===== config.mk =====
export PLATFORM = sky130hd
export DESIGN_NAME = coproc_escape_dispatch
export DESIGN_NICKNAME = d
export VERILOG_FILES = /design/src/rtl/coproc_escape_dispatch.sv
export SDC_FILE = /design/constraint.sdc
export NUM_CORES = 1
export LEC_CHECK = 0
export BUFFER_PORTS_ARGS = -buffer_cell sky130_fd_sc_hd__buf_2
export CAP_MARGIN = 20
export CORE_ASPECT_RATIO = 1.25
export CORE_MARGIN = 10
export CORE_UTILIZATION = 48
export DETAILED_ROUTE_END_ITERATION = 10
export PLACE_DENSITY = 0.84
export REMOVE_ABC_BUFFERS = 1
export SETUP_SLACK_MARGIN = 0.05
export SYNTH_ARGS = -nofsm -noshare
export SYNTH_HDL_FRONTEND = slang
export SYNTH_SLANG_ARGS = --single-unit

===== constraint.sdc =====
create_clock -name clk -period 2.49 [get_ports clk]
set_clock_uncertainty 0.1 [all_clocks]
set_input_delay 0.3735 -clock clk [delete_from_list [all_inputs] [get_ports clk]]
set_output_delay 0.3735 -clock clk [all_outputs]
set_load 0.03 [all_outputs]

===== src/rtl/coproc_escape_dispatch.sv =====
module coproc_escape_dispatch #(
  parameter int          ADDR_W     = 32,
  parameter logic [4:0]  ESC_PREFIX = 5'b11011,
  parameter logic [7:0]  WAIT_OP    = 8'h9B
) (
  input  logic              clk,
  input  logic              rst_n,
  input  logic              coproc_present,
  input  logic              in_valid,
  input  logic [7:0]        in_opcode,
  input  logic [ADDR_W-1:0] in_addr,
  output logic              in_ready,
  output logic              cp_valid,
  output logic [7:0]        cp_opcode,
  output logic [ADDR_W-1:0] cp_addr,
  input  logic              cp_ready,
  input  logic              cp_busy,
  output logic              emu_trap
);

  logic busy_s1, busy_s2;
  logic is_esc, is_wait, slot_free, accept;

  assign is_esc    = (in_opcode[7:3] == ESC_PREFIX);
  assign is_wait   = (in_opcode == WAIT_OP);
  assign slot_free = !cp_valid || cp_ready;

  always_comb begin
    if (is_esc && coproc_present)
      in_ready = slot_free;
    else if (is_wait && coproc_present)
      in_ready = !busy_s2;
    else
      in_ready = 1'b1;
  end

  assign accept = in_valid && in_ready;

  always_ff @(posedge clk) begin
    if (!rst_n) begin
      busy_s1 <= 1'b0;
      busy_s2 <= 1'b0;
    end else begin
      busy_s1 <= cp_busy;
      busy_s2 <= busy_s1;
    end
  end

  always_ff @(posedge clk) begin
    if (!rst_n) begin
      cp_valid  <= 1'b0;
      cp_opcode <= '0;
      cp_addr   <= '0;
    end else if (accept && is_esc && coproc_present) begin
      cp_valid  <= 1'b1;
      cp_opcode <= in_opcode;
      cp_addr   <= in_addr;
    end else if (cp_ready) begin
      cp_valid  <= 1'b0;
    end
  end

  always_ff @(posedge clk) begin
    if (!rst_n) emu_trap <= 1'b0;
    else        emu_trap <= accept && is_esc && !coproc_present;
  end

  a_r1_prefix_only: assert property (@(posedge clk) disable iff (!rst_n)
    $rose(cp_valid) |-> cp_opcode[7:3] == ESC_PREFIX);

  a_r2_forward: assert property (@(posedge clk) disable iff (!rst_n)
    (in_valid && in_ready && coproc_present && in_opcode[7:3] == ESC_PREFIX)
      |=> cp_valid && cp_opcode == $past(in_opcode) && cp_addr == $past(in_addr));

  a_r3_hold: assert property (@(posedge clk) disable iff (!rst_n)
    (cp_valid && !cp_ready) |=> cp_valid && $stable(cp_opcode) && $stable(cp_addr));

  a_r3_refuse: assert property (@(posedge clk) disable iff (!rst_n)
    (cp_valid && !cp_ready && coproc_present && in_opcode[7:3] == ESC_PREFIX) |-> !in_ready);

  a_r5_no_stall: assert property (@(posedge clk) disable iff (!rst_n)
    (in_opcode[7:3] != ESC_PREFIX && in_opcode != WAIT_OP) |-> in_ready);

  a_r7_trap_cause: assert property (@(posedge clk) disable iff (!rst_n)
    emu_trap |-> $past(in_valid && in_ready && !coproc_present && in_opcode[7:3] == ESC_PREFIX));

  a_r8_absent_wait: assert property (@(posedge clk) disable iff (!rst_n)
    (!coproc_present && in_opcode == WAIT_OP) |-> in_ready);

endmodule


==> results.yml <==
yosys:
  synthDistinctLibCells: 18
  seq_area_frac_synth_pct: 51.3
  netlist_area_um2: 1720
  yosys.area.top_type: "dfxtp_1"
  synthTopCellsByArea: "dfxtp_1, mux2i_1, nand2_1"
  syn_area_per_cell_um2: 9.38
  synthCells: 183
  synth-seq-cells: 44
  post-synth-top-area-fraction_pct: 51.3
  ys_warn_count: 0
timing:
  whs_ns: 0.175
  worst_pin_slew_ns: 0.597
  setup_viol: 0
  period_share_pct: 75.8
  fmax_mhz: 530
  rsz0062_at_grt: "no"
  tns_ns: 0
  period_needed_ns: 1.89
  slew_headroom_pct: 60.2
  hold_viol: 0
  drv_slew: 0
clock_tree:
  cts_made_buffers: 5
  ctsHoldBuffers: 0
  cts_root_buffer: "clkbuf_8"
  cts_buffer_depth: 2
  cts_tree: "built"
  cts-htree-levels: 2
  clk_latency_ns: 0.28
  cts_resized: 0
  cts_setup_buffers: 0
  cts.clk_slew.worst_paths_ns: 0.08
  cts.sinks: 44
drt:
  vias: 1429
  wl_met2_um: 2120
  wl_met1_um: 1490
  routedWlPerCell_um: 13.5
  drcViolationCount: 0
  drt_first_pass_iters: 4
  highest_layer: "met4"
  ant_nets: 0
  via_per_inst: 4.65
  met3_wirelength_um: 474
  drt_iter0_drc: 41
  wirelength_um: 4140
power:
  ir_worst_vdd_mv: 0.471
  leakagePower_nw: 1.05
  powerDensity_nw_per_um2: 583
setup_path:
  path_class: "reg2out"
  reg2reg_from: "cp_valid"
  critPathMaxStageDelay_ns: 0.34
  r2r_slack_ns: 0.99
  slowest_stage: "dfxtp_1"
  startpoint_type: "flip-flop"
  crit_arrival_ns: 1.41
  cp-end-kind: "primary output"
  worstPathRequired_ns: 2.02
  critPathMaxFanout: 3
  r2r_end: "cp_addr[7]"
  path_cells: "nor2b_1 -> nand2_1 -> a21o_1 -> buf_2"
  ff2ff_path_depth: 4
global_routing:
  grt.overflow.total: 0
  grt_usage_pct: 12.8
  grt_pass1_wl_um: 6570
  grt_pass1_vias: 1444
  grt_max_degree: 45
  antenna_found_initial: 0
place:
  dp.cells: 299
  dpl.hpwl_um: 3150
  routabilityCongestion: 0.666
  portBuffers: 88
  placed_cell_area_um2: 2170
cells_and_area:
  mostFrequentLayoutCells: "buf_2, nand2_1, dfxtp_1"
  stdcell_area_um2: 2270
  drive_gt1_share_pct: 36.6
  layout.cells.non_filler: 307
  final_common_cell: "buf_2"
  syn2layout_area_growth_pct: 32.4
  insertedDiodeCount: 0
  final_nets: 313
floorplanning:
  num_rows: 24
  dieArea_um2: 6380
  initial_utilization_pct: 49.3
  die_h_um: 86.9
  io_pins: 89
  core-area_um2: 3480
  die_x_um: 73.5
flow_run:
  maxCapViolations: 0
worst_hold_path:
  hp-class: "in2reg"
  whs_path_depth: 2
  hold_path.startpoint: "coproc_present"
  hold_end: "emu_trap"
outcome:
  status: "finished clean"
[worst max path at each step]
stage                       startpoint          end  slack (ns)
after floorplan           in_opcode[5]   cp_addr[0]       -0.41
after global placement    in_opcode[5]  cp_addr[29]        0.80
after detailed placement  in_opcode[5]   cp_addr[6]        0.75
after CTS                     cp_valid     in_ready        0.56
after global routing          cp_valid     in_ready        0.49
final                         cp_valid     in_ready        0.60
[layout make-up]
class / instances / area, um2
clock buffer: 6 / 72.6
clock inverter: 2 / 35.0
fill: 312 / 1210
inverter: 1 / 3.75
multi-input combinational: 125 / 752
sequential: 44 / 881
tap: 39 / 48.8
timing repair buffer: 90 / 480
[routing by layer]
layer	vias to the layer above	global-route usage (%)
li1	754	-
met1	624	12.7
met2	46	21.7
met3	5	7.65
met4	0	3.57
met5	-	0
[logic make-up after synthesis]
group,after synthesis,synth area share (%)
AND/OR/NAND/NOR,84,20.8
flip-flops,44,51.3
multiplexers,35,20.4
buffers and inverters,14,4.88
AO/OA/AOI/OAI,6,2.62
[report_power, final]
group	switching, mW	internal (mW)
logic	0.0475	0.0420
clock network	0.229	0.298
registers	0.00166	0.707
[flip-flops by register name, indices dropped and copies added (netlist names)]
signal     cells
cp_opcode      8
cp_valid       1
cp_addr       32
busy_s1        1
emu_trap       1
busy_s2        1
[synthesized netlist by cell type (all sizes together)]
library cell,number
nand2,74
dfxtp,44
mux2i,35
clkbuf,7
buf,6
o21a,5
and2,2
nor2,2
a21o,1
and4b,1
clkinv,1
nand3,1
nand4,1
nor2b,1
nor3b,1
nor4b,1
[critical path: cells and delay by family (launching register included)]
kind                   cells  cell delay (ns)
AOI/OAI and AO/OA          1             0.16
buffers and inverters      1             0.17
DFF                        1             0.34
and+or+nand+nor            2             0.46
[stage by stage]
stage	utilization, %	setup slack, ns	power [mW]
after detailed placement	62.2	0.755	0.816
after floorplan	-	-0.414	0.754
after global placement	62.2	0.799	0.813
after CTS	65.3	0.560	1.34
final	65.3	0.603	1.32
after global routing	65.3	0.495	1.38
(Power assumes the default switching activity.)
